<file path="src/rtl/spi_fe_pkg.sv">
package spi_fe_pkg;
    typedef enum logic [1:0] {
        ST_LOCK = 2'd0,
        ST_IDLE = 2'd1,
        ST_CMD  = 2'd2,
        ST_DATA = 2'd3
    } fe_state_t;
endpackage

</file>
<file path="src/rtl/spi_fe_ctrl.sv">
module spi_fe_ctrl
    import spi_fe_pkg::*;
(
    input  logic      clk,
    input  logic      rst_n,
    input  logic      cs_n,
    input  logic      sclk,
    input  logic      hold_n,
    input  logic      cmd_done,
    output fe_state_t state,
    output logic      held,
    output logic      rise,
    output logic      fall
);
    fe_state_t state_q, state_d;
    logic      sclk_q;
    logic      held_q;
    logic      active;

    // next-state logic
    always_comb begin
        state_d = state_q;
        unique case (state_q)
            ST_LOCK: if (cs_n)  state_d = ST_IDLE;          // lock_release
            ST_IDLE: if (!cs_n) state_d = ST_CMD;           // select
            ST_CMD: begin
                if (cs_n)          state_d = ST_IDLE;       // deselect
                else if (cmd_done) state_d = ST_DATA;       // cmd_done
            end
            ST_DATA: if (cs_n)  state_d = ST_IDLE;          // deselect
            default:            state_d = ST_LOCK;
        endcase
    end

    // state register, serial-clock history and hold flag
    always_ff @(posedge clk or negedge rst_n) begin
        if (!rst_n) begin
            state_q <= ST_LOCK;
            sclk_q  <= 1'b0;
            held_q  <= 1'b0;
        end else begin
            state_q <= state_d;
            sclk_q  <= sclk;
            if (cs_n)
                held_q <= 1'b0;
            else if (!sclk)
                held_q <= !hold_n;
        end
    end

    // outputs
    always_comb begin
        active = (state_q == ST_CMD || state_q == ST_DATA) && !cs_n && !held_q;
        rise   = active && sclk && !sclk_q;
        fall   = active && !sclk && sclk_q;
        state  = state_q;
        held   = held_q;
    end

    assert_hold_at_low_R8: assert property (@(posedge clk) disable iff (!rst_n)
        (!$stable(held_q) && !$past(cs_n)) |-> !$past(sclk));

endmodule

</file>
<file path="src/rtl/spi_fe_shift.sv">
module spi_fe_shift #(
    parameter int BYTE_W = 8
) (
    input  logic              clk,
    input  logic              rst_n,
    input  logic              clr,
    input  logic              rise,
    input  logic              fall,
    input  logic [1:0]        io_i,
    input  logic              dual_req,
    input  logic [BYTE_W-1:0] tx_byte,
    output logic [BYTE_W-1:0] rx_byte,
    output logic              cmd_pulse,
    output logic              data_pulse,
    output logic              eff_dual,
    output logic [1:0]        do_q
);
    localparam int CNT_W = $clog2(BYTE_W);
    localparam int HALF  = BYTE_W / 2;

    logic [CNT_W-1:0]  cnt;
    logic              mode_q;
    logic              past_cmd;
    logic [BYTE_W-1:0] sh;
    logic [BYTE_W-1:0] sh_nxt;
    logic [BYTE_W-1:0] tx_sh;
    logic              last;

    always_comb begin
        eff_dual = past_cmd && ((cnt == '0) ? dual_req : mode_q);
        if (eff_dual) begin
            sh_nxt = {sh[BYTE_W-3:0], io_i[1], io_i[0]};
            last   = (cnt == CNT_W'(HALF - 1));
        end else begin
            sh_nxt = {sh[BYTE_W-2:0], io_i[0]};
            last   = (cnt == CNT_W'(BYTE_W - 1));
        end
    end

    always_ff @(posedge clk or negedge rst_n) begin
        if (!rst_n) begin
            cnt        <= '0;
            mode_q     <= 1'b0;
            past_cmd   <= 1'b0;
            sh         <= '0;
            tx_sh      <= '0;
            rx_byte    <= '0;
            cmd_pulse  <= 1'b0;
            data_pulse <= 1'b0;
            do_q       <= '0;
        end else begin
            cmd_pulse  <= 1'b0;
            data_pulse <= 1'b0;
            if (clr) begin
                cnt      <= '0;
                mode_q   <= 1'b0;
                past_cmd <= 1'b0;
            end else if (rise) begin
                if (cnt == '0)
                    mode_q <= eff_dual;
                if (last) begin
                    cnt        <= '0;
                    rx_byte    <= sh_nxt;
                    tx_sh      <= tx_byte;
                    past_cmd   <= 1'b1;
                    cmd_pulse  <= !past_cmd;
                    data_pulse <= past_cmd;
                end else begin
                    cnt <= cnt + 1'b1;
                    sh  <= sh_nxt;
                end
            end else if (fall) begin
                if (eff_dual) begin
                    do_q  <= tx_sh[BYTE_W-1 -: 2];
                    tx_sh <= {tx_sh[BYTE_W-3:0], 2'b00};
                end else begin
                    do_q  <= {tx_sh[BYTE_W-1], 1'b0};
                    tx_sh <= {tx_sh[BYTE_W-2:0], 1'b0};
                end
            end
        end
    end

    assert_dual_count_R5: assert property (@(posedge clk) disable iff (!rst_n)
        mode_q |-> (cnt < CNT_W'(HALF)));

    assert_abort_clears_R10: assert property (@(posedge clk) disable iff (!rst_n)
        $rose(clr) |=> (cnt == '0 && !mode_q));

endmodule

</file>
<file path="src/rtl/spi_flash_fe.sv">
module spi_flash_fe
    import spi_fe_pkg::*;
#(
    parameter int BYTE_W = 8
) (
    input  logic              clk,
    input  logic              rst_n,
    input  logic              cs_n,
    input  logic              sclk,
    input  logic              hold_n,
    input  logic [1:0]        io_i,
    output logic [1:0]        io_o,
    output logic [1:0]        io_oe,
    input  logic              dual_req,
    input  logic              tx_en,
    input  logic [BYTE_W-1:0] tx_byte,
    output logic [BYTE_W-1:0] rx_byte,
    output logic              cmd_valid,
    output logic              data_valid
);
    fe_state_t state;
    logic      held, rise, fall, eff_dual;
    logic      cmd_pulse, data_pulse;
    logic [1:0] do_q;

    spi_fe_ctrl u_ctrl (
        .clk      (clk),
        .rst_n    (rst_n),
        .cs_n     (cs_n),
        .sclk     (sclk),
        .hold_n   (hold_n),
        .cmd_done (cmd_pulse),
        .state    (state),
        .held     (held),
        .rise     (rise),
        .fall     (fall)
    );

    spi_fe_shift #(.BYTE_W(BYTE_W)) u_shift (
        .clk        (clk),
        .rst_n      (rst_n),
        .clr        (cs_n),
        .rise       (rise),
        .fall       (fall),
        .io_i       (io_i),
        .dual_req   (dual_req),
        .tx_byte    (tx_byte),
        .rx_byte    (rx_byte),
        .cmd_pulse  (cmd_pulse),
        .data_pulse (data_pulse),
        .eff_dual   (eff_dual),
        .do_q       (do_q)
    );

    always_comb begin
        io_o       = do_q;
        cmd_valid  = cmd_pulse;
        data_valid = data_pulse;
        if (state == ST_DATA && !held && tx_en)
            io_oe = eff_dual ? 2'b11 : 2'b10;
        else
            io_oe = 2'b00;
    end

    assert_deselect_quiet_R1: assert property (@(posedge clk) disable iff (!rst_n)
        (cs_n && $past(cs_n)) |-> (io_oe == 2'b00));

    assert_strobe_single_R3: assert property (@(posedge clk) disable iff (!rst_n)
        cmd_valid |=> !cmd_valid);

    assert_strobe_exclusive_R4: assert property (@(posedge clk) disable iff (!rst_n)
        $onehot0({cmd_valid, data_valid}));

endmodule

</file>
<file path="config.mk">
export PLATFORM = sky130hd
export DESIGN_NAME = spi_flash_fe
export DESIGN_NICKNAME = d
export VERILOG_FILES = /design/src/rtl/spi_fe_pkg.sv /design/src/rtl/spi_fe_ctrl.sv /design/src/rtl/spi_fe_shift.sv /design/src/rtl/spi_flash_fe.sv
export SDC_FILE = /design/constraint.sdc
export NUM_CORES = 1
export LEC_CHECK = 0
export BUFFER_PORTS_ARGS = -buffer_cell sky130_fd_sc_hd__buf_2
export CORE_MARGIN = 2
export CORE_UTILIZATION = 58
export CTS_BUF_LIST = sky130_fd_sc_hd__clkbuf_4
export CTS_CLUSTER_SIZE = 8
export DETAILED_ROUTE_END_ITERATION = 8
export PLACE_DENSITY = 0.81
export REMOVE_ABC_BUFFERS = 1
export SYNTH_ARGS = -nofsm -noshare
export SYNTH_HDL_FRONTEND = slang
export SYNTH_HIERARCHICAL = 1
export SYNTH_SLANG_ARGS = --single-unit
export TNS_END_PERCENT = 20
</file>
<file path="constraint.sdc">
create_clock -name clk -period 3.1 [get_ports clk]
set_clock_uncertainty 0.05 [all_clocks]
set_input_delay 0.155 -clock clk [delete_from_list [all_inputs] [get_ports clk]]
set_output_delay 0.155 -clock clk [all_outputs]
set_load 0.01 [all_outputs]
</file>
# After elaboration in Yosys (flattened, before gate mapping)
# Index checks and enable logic that the tools add are counted.
dict set report op_classes {
  n_addsub 1
  eq_ne 10
  n_mux 32
  bitwise_logic 3
  n_reduce_logical 30
}
# cell n
set op_table {}
lappend op_table {{8-bit 2-to-1 mux} 5}
lappend op_table {{1-bit 2-to-1 mux} 18}
lappend op_table {{3-bit AND reduction} 5}
lappend op_table {{2-bit 2-to-1 mux} 5}
lappend op_table {{1-bit logical AND} 9}
lappend op_table {{3-bit 2-to-1 mux} 3}
lappend op_table {{2-bit nonzero test} 4}
lappend op_table {{1-bit zero test} 6}
lappend op_table {{2-bit one-hot mux with 3 select lines} 1}
lappend op_table {{2-bit == test, second input constant} 2}
lappend op_table {{2-bit by 1-bit != test with 1-bit output, second input constant} 2}
lappend op_table {{2-bit != test, second input constant} 2}
lappend op_table {{2-bit AND reduction} 2}
lappend op_table {{3-bit by 1-bit adder with 3-bit output, second input constant} 1}
lappend op_table {{3-bit by 2-bit == test with 1-bit output, second input constant} 1}
lappend op_table {{3-bit == test, second input constant} 1}
lappend op_table {{3-bit zero test} 1}
lappend op_table {{3-bit by 2-bit != test with 1-bit output, second input constant} 1}
lappend op_table {{1-bit NOT} 3}
lappend op_table {{2-bit by 1-bit == test with 1-bit output, second input constant} 1}
lappend op_table {{2-bit zero test} 1}
lappend op_table {{2-bit OR reduction} 1}
lappend op_table {{1-bit logical OR} 1}
dict set report totals {
  regBits 36
  in_bits 17
  output_inout_bits 14
  elab_cells 88
}

# Logic depth before layout (Yosys ltp)
# Gate-level depths: netlist of run 1.
dict set report depth {
  ltp_word 8
  ltp_mapped 9
  mapped_depth_nobuf 8
}

# Hierarchy
# Netlist of run 1, hierarchy kept.
# mod instances cells_per_inst area_per_inst_um2 seq_area_each_um2
set modules_own_cells {}
lappend modules_own_cells {spi_fe_shift 1 134 1704.1 800.8}
lappend modules_own_cells {spi_fe_ctrl 1 27 255.2 100.1}
lappend modules_own_cells {spi_flash_fe 1 2 16.3 0.0}

# Worst setup path before layout of run 1
# Ideal clock, no wire load.
dict set report synth_timing {
  path_type {register to register}
  from {register u_ctrl.state_q[0], in the netlist u_ctrl/state[0]}
  to {register u_shift.rx_byte[0]}
  setup_ns 0.125
  t_arrival_ns 2.019
  required_time_ns 2.925
  path_slack_ns 0.906
  stages_incl_launch_ff 8
  n_path_buf 0
  path_cell_list {dfrtp_1 > inv_1 > ha_1 > o21ai_1 > nor3b_2 > nand2_1 > nor3_4 > mux2_4}
}
dict set report synth_between {
  elab_chain_cells 7
  elab_cells_between_ends 8
  cone_classes {2 x eq/ne; 6 x reduce/logical}
}
# item line_no
set synth_lines {}
lappend synth_lines {{start: declaration} spi_fe_ctrl.sv:15} ;# fe_state_t state_q, state_d;
lappend synth_lines {{start signal: assignment} spi_fe_ctrl.sv:42} ;# state_q <= state_d;
lappend synth_lines {{2-bit == test} spi_fe_ctrl.sv:53} ;# active = (state_q == ST_CMD || state_q == ST_DATA) && !cs_n && !held_q;
lappend synth_lines {{1-bit logical OR (*)} spi_fe_ctrl.sv:53}
lappend synth_lines {{1-bit logical AND (*) (2 in a row)} spi_fe_ctrl.sv:53}
lappend synth_lines {{1-bit logical AND (*) (2 in a row)} spi_fe_ctrl.sv:54} ;# rise = active && sclk && !sclk_q;
lappend synth_lines {{net rise} spi_flash_fe.sv:22} ;# logic held, rise, fall, eff_dual;
lappend synth_lines {{3-bit AND reduction (no line) (*)} n/a}
lappend synth_lines {{end signal: assignment} spi_fe_shift.sv:63} ;# rx_byte <= sh_nxt;
lappend synth_lines {{end: declaration} spi_fe_shift.sv:12} ;# output logic [BYTE_W-1:0] rx_byte,
# The timed path passes the listed nets; every way through them passes the cells marked *.
# A chain may end at the register's enable or synchronous reset.

# Final worst setup path of run 1
dict set report layout_timing {
  from {register u_ctrl.state_q[0], in the netlist u_ctrl/state[0]}
  to {register u_shift.tx_sh[6]}
}
dict set report layout_between {
  elab_chain_cells 8
  elab_cells_between_ends 13
  cone_classes {3 x eq/ne; 1 x mux; 9 x reduce/logical}
}
# item line_no
set layout_lines {}
lappend layout_lines {{2-bit == test} spi_fe_ctrl.sv:53}
lappend layout_lines {{1-bit logical OR (*)} spi_fe_ctrl.sv:53}
lappend layout_lines {{1-bit logical AND (*) (2 in a row)} spi_fe_ctrl.sv:53}
lappend layout_lines {{1-bit logical AND (*) (2 in a row)} spi_fe_ctrl.sv:54}
lappend layout_lines {{net rise} spi_flash_fe.sv:22}
lappend layout_lines {{2-bit by 1-bit != test with 1-bit output (no line) or 2-bit nonzero test (tied branches)} n/a}
lappend layout_lines {{3-bit AND reduction (no line)} n/a}
lappend layout_lines {{end signal: assignment} spi_fe_shift.sv:64} ;# tx_sh <= tx_byte;
lappend layout_lines {{end signal: assignment} spi_fe_shift.sv:75} ;# tx_sh <= {tx_sh[BYTE_W-3:0], 2'b00};
lappend layout_lines {{end signal: assignment} spi_fe_shift.sv:78} ;# tx_sh <= {tx_sh[BYTE_W-2:0], 1'b0};
lappend layout_lines {{end: declaration} spi_fe_shift.sv:26} ;# logic [BYTE_W-1:0] tx_sh;
# Marks and branches as above.

==> reports/metrics.cfg, run 1 <==
[place]
dp_slack_ns = 0.638
port_buffers = 30
gp_congestion = 0.764
placed_area_mm2 = 0.00216
place_inst = 235
hpwl_um = 2540

[status]
outcome = completed

[sta]
finalSetupViolCount = 0
finalMaxSlewViolations = 0
fin_crit_sh_pct = 79.1
fin_crit_ns = 2.45
rsz0062_at_grt = no
relSlewSlack_pct = 48.0
fin_ws_ns = 0.647
fmax_ghz = 0.408
worst_slew_pin_slew_ns = 0.779
fin_tns_setup_ns = 0
finalHoldViolCount = 0
whs_ns = 0.0164

[clocking]
insertion_delay_ns = 0.33
cts_root_buf = clkbuf_4
cts.sinks = 36
cts_buffer_depth = 2
clk_pin_slew_ns = 0.10
numCtsBuffers = 5
htree_levels = 2
postCtsSetupRepairBufs = 0
cts_tree = done

[layout]
instances_no_fill = 245
fin_area_mm2 = 0.00223
final_cell_mix = dfrtp_1 (36), buf_2 (30), nand2_1 (21)
final_common_cell = dfrtp_1
fin_nets = 221
drive_gt1_share_pct = 38.7
area_delta_synth_final_pct = 13.0
area.sequential_um2 = 901
n_antenna_cell = 0
fill_cells = 270
multi_input_comb_area_um2 = 985

[setup_path]
critPathKind = reg2reg
cp.arrival_ns = 2.63
critPathCaptureType = flip-flop
cp-start-kind = flip-flop
cp_max_fo = 15
worstPathRequired_ns = 3.27

[detailed_routing]
num_vias = 1334
vias_per_cell = 5.44
drc_errors = 0
drtIter0Drc = 148
ant_nets = 0
wl_um = 3520
wl_per_cell_um = 14.4
drtPass1Iterations = 4

[yosys]
synthXorXnorAreaFrac_pct = 0
synth.distinct_cells = 37
synth_compound_area_share_pct = 11.4
synth_top_area_share_pct = 45.6
synthAdderAreaFrac_pct = 3.17
ys_warn_count = 6
yosysTopAreaCell = dfrtp_1
synth_ff_type = dfrtp_1
seq_area_frac_synth_pct = 45.6
synthMuxAreaShare_pct = 23.1
syn_area_mm2 = 0.00198
synth_seq_cells = 36
async_flop_share_pct = 100
syn_avg_cell_area_um2 = 12.1
synth.area.top_cells = dfrtp_1 (46%), mux2_4 (15%), mux2_2 (6.3%), nand2_1 (4.0%), ha_1 (3.2%)
synth-simple-area-share_pct = 12.2
synth_edf_count = 0
synth_top_family_by_area = multiplexers
synthCells = 163

[floorplan]
dieArea_mm2 = 0.00389
coreArea_mm2 = 0.00331
die_w_um = 62.4
ioPinCount = 31
initial_core_util_pct = 59.7
num_rows = 21
die_h_um = 62.4

[power]
p_leak_nw = 1.09
netSwitchingFraction_pct = 30.6
p_sw_mw = 0.351
power_frac_comb_pct = 27.7
seqPwrFrac_pct = 52.8
powerDensity_mw_per_mm2 = 514
pwr-share-clk_pct = 19.5
peakVddDrop_mv = 0.352
power.internal_mw = 0.796

[grt]
grt.overflow.total = 0
grt_pass1_wl_um = 6240
antenna_found_initial = 0
grt_max_degree = 37
track_usage_pct = 20.5
grt_pass1_vias = 1369

[hold_path]
min-delay-path-class = in2reg

[flow_run]
cap_violations = 0

-- worst max-delay path: stages, from the launching register on --
cell and delay [ns]:
dfrtp_1 0.45, inv_1 0.08, ha_1 0.18, o21ai_1 0.12, nor3b_2 0.16, buf_4 0.22
nand2_1 0.20, o31ai_4 0.49, mux2_2 0.39
-- synthesized netlist by cell type (all sizes together) (2+ instances only) --
cell type and n:
dfrtp 36, ha 5, nor2 8, mux2 32, nand2 22, buf 3, clkbuf 3, o21ai 5
inv 11, a21oi 4, and2 2, o2111ai 6, o211ai 6, mux2i 2, nor3b 2
-- cells by family after synthesis --
kind of cell             count (synthesis)
multiplexers                            34
AND/OR/NAND/NOR                         44
AO/OA/AOI/OAI                           27
flip-flops                              36
buffers and inverters                   17
adder cells (fa/ha/maj)                  5
-- state kept, by name, summed over array words and instances, names as in the netlist, 2 cells and up --
| register | count |
|---|---|
| u_shift/rx_byte | 8 |
| u_shift/do_q | 2 |
| u_ctrl/state | 2 |
| u_shift/sh | 7 |
| u_shift/tx_sh | 8 |
| u_shift/cnt | 3 |
-- power by group through the flow --
stage | clock network, mW | registers [mW] | logic [mW]
global placement | 0 | 0.609 | 0.302
floorplan | 0 | 0.596 | 0.248
detailed placement | 0 | 0.614 | 0.316
global route | 0.256 | 0.615 | 0.359
CTS | 0.235 | 0.605 | 0.321
finish | 0.224 | 0.605 | 0.318
-- cell type report --
class	instances	share of cell area [%]
repair buffers	35	8.74
clock inverters	2	0.336
flip-flops and latches	36	40.4
inverters	11	2.19
well taps	46	2.58
clock buffers	5	1.68
multi-input cells	110	44.1
-- routing by layer --
layer | part of all wire [%] | vias to the layer above | track usage (%)
met5 | 0 | - | 0
met3 | 3.7 | 5 | 3.44
met2 | 49 | 32 | 33.4
li1 | - | 649 | -
met4 | 1.6 | 0 | 9.17
met1 | 46 | 648 | 27.2
-- path summary, 6_finish.rpt --
kind	startpoint	endpoint	slack (ns)	cells after the start
max	u_ctrl/state[0]$_DFFE_PN0P_	u_shift/tx_sh[6]$_DFFE_PN0P_	0.65	8
min	tx_byte[0]	u_shift/tx_sh[0]$_DFFE_PN0P_	0.02	3
max reg2reg	u_ctrl/state[0]$_DFFE_PN0P_	u_shift/tx_sh[6]$_DFFE_PN0P_	0.65	8
min reg2reg	u_shift/do_q[0]$_DFFE_PN0P_	u_shift/do_q[0]$_DFFE_PN0P_	0.46	2
max in group asynchronous	rst_n	u_shift/sh[5]$_DFFE_PN0P_	2.12	2
min in group asynchronous	rst_n	u_shift/tx_sh[5]$_DFFE_PN0P_	0.38	2
-- metrics by stage --
stage	utilization [%]	power, mW
final	67.4	1.15
after global routing	67.4	1.23
after CTS	67.4	1.16
after detailed placement	65.2	0.931
after global placement	65.2	0.911
after floorplan	-	0.844
-- repair_timing --
item,CTS,global route
hold endpoints to repair,38,0
hold buffers,3,0
gates resized for setup,0,0
(Power assumes the default switching activity.)
==> inputs of run 2 (changes only) <==
clock period = 2.3 ns   (was 3.1 ns; I/O delays follow)
==> run 2 against run 1 <==
  * Largest power group unchanged
  * Largest cell class unchanged
  * Clock power rose to 2.9 times the previous value
  * Power is 71% higher
  * First-iteration DRC count down 55%
  * Critical endpoint is now u_shift/tx_sh[1]$_DFFE_PN0P_
  * Global-route usage up 1.9 points
  * Via count rose by 7.5%
  * Sequential power is 35% higher
  * Critical path type unchanged
==> reports/metrics.cfg, run 2 (synthesis gave the netlist of run 1 again) <==
[status]
outcome = completed

[setup_path]
cp_max_fo = 5  ; -10
critPathKind = reg2reg
worstPathRequired_ns = 2.47  ; -0.80 ns
r2r-start = u_ctrl/state[0]$_DFFE_PN0P_
worstSetupStartpoint = u_ctrl/state[0]$_DFFE_PN0P_
critPathCaptureType = flip-flop
rrSetupSlack_ns = 0.06  ; -0.58 ns
cp-start-kind = flip-flop
cp.arrival_ns = 2.41  ; -0.22 ns

[clocking]
cts_root_buf = clkbuf_4
numCtsBuffers = 5  ; unchanged
cts_buffer_depth = 2  ; unchanged
cts.sinks = 36  ; unchanged
clk_pin_slew_ns = 0.11  ; about the same
cts_tree = done
htree_levels = 2  ; unchanged
insertion_delay_ns = 0.33  ; about the same

[layout]
area.sequential_um2 = 902  ; +0.14%
final_common_cell = dfrtp_1
drive_gt1_share_pct = 45.8  ; +7.1 points
fill_cells = 235  ; -13%
multi_input_comb_area_um2 = 996  ; +1.1%
fin_nets = 233  ; +5.4%
final_cell_mix = dfrtp_1 (35), buf_2 (30), mux2_4 (20)
reg.largest.list = u_shift/rx_byte x8, u_shift/tx_sh x8, u_shift/sh x7
area_delta_synth_final_pct = 23.5
utilization_pct = 73.7  ; +6.3 points
n_antenna_cell = 0  ; unchanged

[grt]
antenna_found_initial = 0  ; unchanged
grt.overflow.total = 0  ; unchanged
grt_pass1_wl_um = 6930  ; +11%
grt_max_degree = 37  ; unchanged
track_usage_pct = 22.4  ; +1.9 points
grt_pass1_vias = 1506  ; +10%

[sta]
finalMaxSlewViolations = 0  ; unchanged
worst_slew_pin_slew_ns = 0.790  ; +0.0105 ns
fmax_ghz = 0.447  ; +9.6%
fin_ws_ns = 0.0621  ; -0.585 ns
fin_crit_sh_pct = 97.3  ; +18 points
whs_ns = 0.0257  ; +0.00930 ns
fin_crit_ns = 2.24  ; -0.215 ns
finalSetupViolCount = 0  ; unchanged
relSlewSlack_pct = 47.3  ; -0.70 points
finalHoldViolCount = 0  ; unchanged

[detailed_routing]
wl_um = 4020  ; +14%
drtIter0Drc = 66  ; -55%
drc_errors = 0  ; unchanged
ant_nets = 0  ; unchanged
vias_per_cell = 5.56  ; +2.1%
drtPass1Iterations = 4  ; unchanged
num_vias = 1434  ; +7.5%
wl_per_cell_um = 15.6  ; +8.4%

[power]
p_leak_nw = 1.19  ; +9.2%
powerDensity_mw_per_mm2 = 802  ; +56%
peakVddDrop_mv = 0.410  ; +16%

[place]
dp_slack_ns = -0.133  ; -0.770 ns
hpwl_um = 2740  ; +7.8%
gp_congestion = 0.816  ; +6.8%
port_buffers = 30  ; unchanged

[floorplan]
coreArea_mm2 = 0.00331  ; unchanged
ioPinCount = 31  ; unchanged
initial_core_util_pct = 59.7  ; unchanged
die_h_um = 62.4  ; unchanged
die_w_um = 62.4  ; unchanged
dieArea_mm2 = 0.00389  ; unchanged
num_rows = 21  ; unchanged

[flow_run]
cap_violations = 0  ; unchanged

[hold_path]
holdCritStartpoint = dual_req
min-delay-path-class = in2reg

run 2: area by class of cell:
| cell class | instances | share of cell area (%) |
|---|---|---|
| timing repair buffer | 46 | 12.2 |
| tap | 46 | 2.36 |
| clock buffer | 5 | 1.54 |
| timing repair inverter | 1 | 0.308 |
| sequential | 36 | 37.0 |
| inverter | 11 | 2.15 |
| multi-input combinational | 110 | 40.8 |
| clock inverter | 3 | 3.69 |
run 2: path summary, 6_finish.rpt:
check	end	cells after the start
worst max-delay path	u_shift/tx_sh[1]$_DFFE_PN0P_	9
worst min-delay path	u_shift/mode_q$_DFFE_PN0P_	3
worst max register to register	u_shift/tx_sh[1]$_DFFE_PN0P_	9
worst min register to register	u_shift/do_q[0]$_DFFE_PN0P_	2
max in group asynchronous	u_ctrl/state[0]$_DFFE_PN0P_	2
min in group asynchronous	u_shift/rx_byte[4]$_DFFE_PN0P_	2
run 2: metal layers:
| layer | vias to the layer above | wire length, um | track usage (%) | share of wire, % |
|---|---|---|---|---|
| li1 | 676 | - | - | - |
| met1 | 720 | 1710 | 26.9 | 43 |
| met2 | 34 | 2140 | 40.6 | 53 |
| met3 | 4 | 134 | 5.62 | 3.3 |
| met4 | 0 | 35 | 5.00 | 0.87 |
| met5 | - | 0 | 0 | 0 |
run 2: stage by stage:
step / setup TNS (ns) / total power [mW] / cell area, um^2 / std cells
after floorplan: -4.13 / 1.14 / 1930 / 157
after global placement: 0 / 1.23 / 2200 / 239
after detailed placement: -0.879 / 1.28 / 2200 / 239
after CTS: -0.00741 / 1.95 / 2380 / 253
after global routing: -0.133 / 2.07 / 2440 / 258
final: 0 / 1.96 / 2440 / 258
run 2: power breakdown:
part	switching, mW	internal, mW	total [mW]
clock	0.212	0.448	0.660
sequential	0.0842	0.734	0.818
combinational	0.224	0.253	0.477
total	0.521	1.44	1.96
run 2: worst max-delay path, stage by stage, from the launching register on:
cell,delay (ns)
dfrtp_2,0.45
inv_1,0.08
ha_1,0.22
o21ai_2,0.10
nor3b_2,0.18
buf_4,0.16
nand2_2,0.11
o31ai_4,0.25
buf_4,0.18
mux2_2,0.33
run 2: timing repair:
item | 4_1_cts | 5_1_grt
resized for setup | 1 | 7
hold endpoints to repair | 40 | 0
hold buffers | 4 | 0
gates cloned | 0 | 1
buffers inserted | 2 | 4
setup endpoints to repair | 15 | 22
pin swaps | 1 | 2
==> inputs of run 3 (changes only) <==
BUFFER_PORTS_ARGS = unset   (was -buffer_cell sky130_fd_sc_hd__buf_2)
CORE_UTILIZATION = 40   (was 58)
CTS_CLUSTER_DIAMETER = 80   (was unset)
DONT_BUFFER_PORTS = 1   (was unset)
PLACE_DENSITY = unset   (was 0.81)
==> run 3 against run 2 <==
  * Die area rose by 42%
  * Routed wire length rose by 7.3%
  * Combinational power barely moved
  * Sequential share of layout area rose by 2.0 points
  * Core utilization fell by 25 points
  * Flip-flop and latch count did not move
  * Sequential power barely moved
  * Largest cell class unchanged
==> reports/metrics.cfg, run 3 (synthesis gave the netlist of run 1 again) <==
[setup_path]
critPathKind = reg2reg
slowest_stage = dfrtp_1
rrSetupSlack_ns = 0.07  ; about the same
r2r_end = u_shift/rx_byte[4]$_DFFE_PN0P_
cpPeakStageDelay_ns = 0.42  ; -0.03 ns
worstPathRequired_ns = 2.49  ; +0.02 ns
crit_path_cell_trace = inv_1, ha_1, o21ai_2, nor3b_2, nand2_2, buf_4, nor3_4, buf_4, mux2_4
reg2regPathDepth = 9  ; unchanged
crit_top_cell = buf_4
cp-start-kind = flip-flop
path_depth = 9  ; unchanged
critPathCapture = u_shift/rx_byte[4]$_DFFE_PN0P_
crit_buf_inv = 3  ; unchanged
worstSetupStartpoint = u_ctrl/state[0]$_DFFE_PN0P_
r2r-start = u_ctrl/state[0]$_DFFE_PN0P_
critPathCaptureType = flip-flop
critical-path-top-delay-family = simple AND/OR/NAND/NOR gates
cp_max_fo = 5  ; unchanged
cp.arrival_ns = 2.41  ; about the same

[layout]
final_common_cell = dfrtp_1
fin_area_mm2 = 0.00231  ; -5.2%
fill_cells = 428  ; +82%
area_delta_synth_final_pct = 17.1
utilization_pct = 48.7  ; -25 points
area.sequential_um2 = 902  ; unchanged
multi_input_comb_area_um2 = 991  ; -0.50%
n_antenna_cell = 0  ; unchanged
reg.largest.list = u_shift/rx_byte x8, u_shift/tx_sh x8, u_shift/sh x7
fin_nets = 208  ; -11%
drive_gt1_share_pct = 34.2  ; -12 points
final_cell_mix = dfrtp_1 (35), mux2_4 (20), nand2_1 (20)

[grt]
grt.overflow.total = 0  ; unchanged
track_usage_pct = 17.2  ; -5.1 points
grt_max_degree = 37  ; unchanged
grt_pass1_vias = 1462  ; -2.9%
grt_pass1_wl_um = 7090  ; +2.4%
antenna_found_initial = 0  ; unchanged

[sta]
relSlewSlack_pct = 73.2  ; +26 points
fmax_ghz = 0.449  ; +0.52%
fin_crit_sh_pct = 96.8  ; -0.51 points
finalHoldViolCount = 0  ; unchanged
fin_crit_ns = 2.23  ; -0.0117 ns
worst_slew_pin_slew_ns = 0.401  ; -0.389 ns
finalMaxSlewViolations = 0  ; unchanged
fin_ws_ns = 0.0738  ; +0.0117 ns
finalSetupViolCount = 0  ; unchanged
fin_tns_setup_ns = 0  ; unchanged

[power]
powerDensity_mw_per_mm2 = 702  ; -12%
power_frac_comb_pct = 29.4  ; +5.0 points
total_power_mw = 1.62  ; -17%
power.internal_mw = 1.10  ; -23%
peakVddDrop_mv = 0.327  ; -20%
p_sw_mw = 0.522  ; +0.29%
pwr-share-clk_pct = 20.2  ; -14 points
p_leak_nw = 1.04  ; -12%
seqPwrFrac_pct = 50.4  ; +8.6 points
netSwitchingFraction_pct = 32.2  ; +5.5 points

[detailed_routing]
ant_nets = 0  ; unchanged
wl_per_cell_um = 17.0  ; +9.0%
drc_errors = 0  ; unchanged
num_vias = 1363  ; -5.0%
drtPass1Iterations = 6  ; +2
vias_per_cell = 5.37  ; -3.5%
wl_um = 4310  ; +7.3%
drtIter0Drc = 95  ; +44%

[clocking]
insertion_delay_ns = 0.34  ; about the same
cts_tree = done
cts.sinks = 36  ; unchanged
numCtsBuffers = 5  ; unchanged
htree_levels = 2  ; unchanged
clk_pin_slew_ns = 0.11  ; about the same
cts_root_buf = clkbuf_4
cts_buffer_depth = 2  ; unchanged

[floorplan]
ioPinCount = 31  ; unchanged
die_h_um = 74.3  ; +19%
num_rows = 25  ; +19%
initial_core_util_pct = 41.6  ; -18 points
dieArea_mm2 = 0.00552  ; +42%
die_w_um = 74.3  ; +19%
coreArea_mm2 = 0.00475  ; +44%

[place]
placed_area_mm2 = 0.00208  ; -5.3%
port_buffers = 0  ; -100%
hpwl_um = 2830  ; +3.2%
gp_congestion = 0.781  ; -4.3%
dp_slack_ns = 0.0125  ; +0.145 ns

[status]
outcome = completed

[flow_run]
cap_violations = 0  ; unchanged

[hold_path]
min-delay-path-class = in2reg
holdCritStartpoint = tx_byte[7]

-- run 3: cell types whose count changed in the layout (fill, tap and decap cells not counted), moves of 2 or more --
cell,change
dlygate4sd3_1,+5
bufinv_16,-3
clkinv_2,+2
buf_2,-30
buf_12,+2
buf_4,-3
-- run 3: power by group through the flow --
stage	registers [mW]	clock network, mW	logic (mW)
global route	0.838	0.378	0.529
global placement	0.823	0	0.376
CTS	0.820	0.343	0.442
finish	0.819	0.328	0.477
floorplan	0.804	0	0.334
detailed placement	0.832	0	0.405
-- run 3: tightest hold or removal path: stages --
cell,delay (ns)
nand2_1,0.03
o211ai_1,0.08
mux2_2,0.15
-- run 3: repair_timing --
item | CTS | global route
setup buffers | 1 | 2
resized for setup | 0 | 9
endpoints found under the setup margin | 1 | 15
gates cloned | 0 | 2
pin swaps | 1 | 2
hold buffers | 10 | 0
hold endpoints to repair | 50 | 0
-- run 3: area by class of cell --
type / count / share of cell area [%]
Multi-Input combinational cell: 110 / 42.8
Sequential cell: 36 / 39.0
Timing Repair Buffer: 21 / 9.73
Tap cell: 67 / 3.62
Inverter: 11 / 2.27
Clock buffer: 5 / 1.62
Clock inverter: 3 / 0.595
Timing Repair inverter: 1 / 0.324
-- run 3: per-layer routing --
metal  track usage, %  vias up  routed length, um
met2             29.9       38               2260
met1             20.5      691               1780
met5                0        -                  0
met3             6.23        4                235
li1                 -      630                  -
met4             4.17        0                 35
-- run 3: how the worst min path moves through the flow --
stage	endpoint	slack (ns)	cells past startpoint
global placement	u_ctrl/held$_DFFE_PN0P_	-0.23	0
floorplan	u_ctrl/held$_DFFE_PN0P_	-0.23	0
global route	u_shift/tx_sh[3]$_DFFE_PN0P_	0.003	3
finish	u_shift/tx_sh[7]$_DFFE_PN0P_	0.02	3
CTS	u_shift/tx_sh[5]$_DFFE_PN0P_	0.003	3
detailed placement	u_shift/do_q[1]$_DFFE_PN0P_	-0.23	0
-- run 3: metrics by stage --
| stage | hold slack, ns | cells |
|---|---|---|
| after floorplan | -0.231 | 157 |
| after global placement | -0.230 | 231 |
| after detailed placement | -0.230 | 231 |
| after CTS | 0.00251 | 250 |
| after global routing | 0.00308 | 254 |
| final | 0.0159 | 254 |
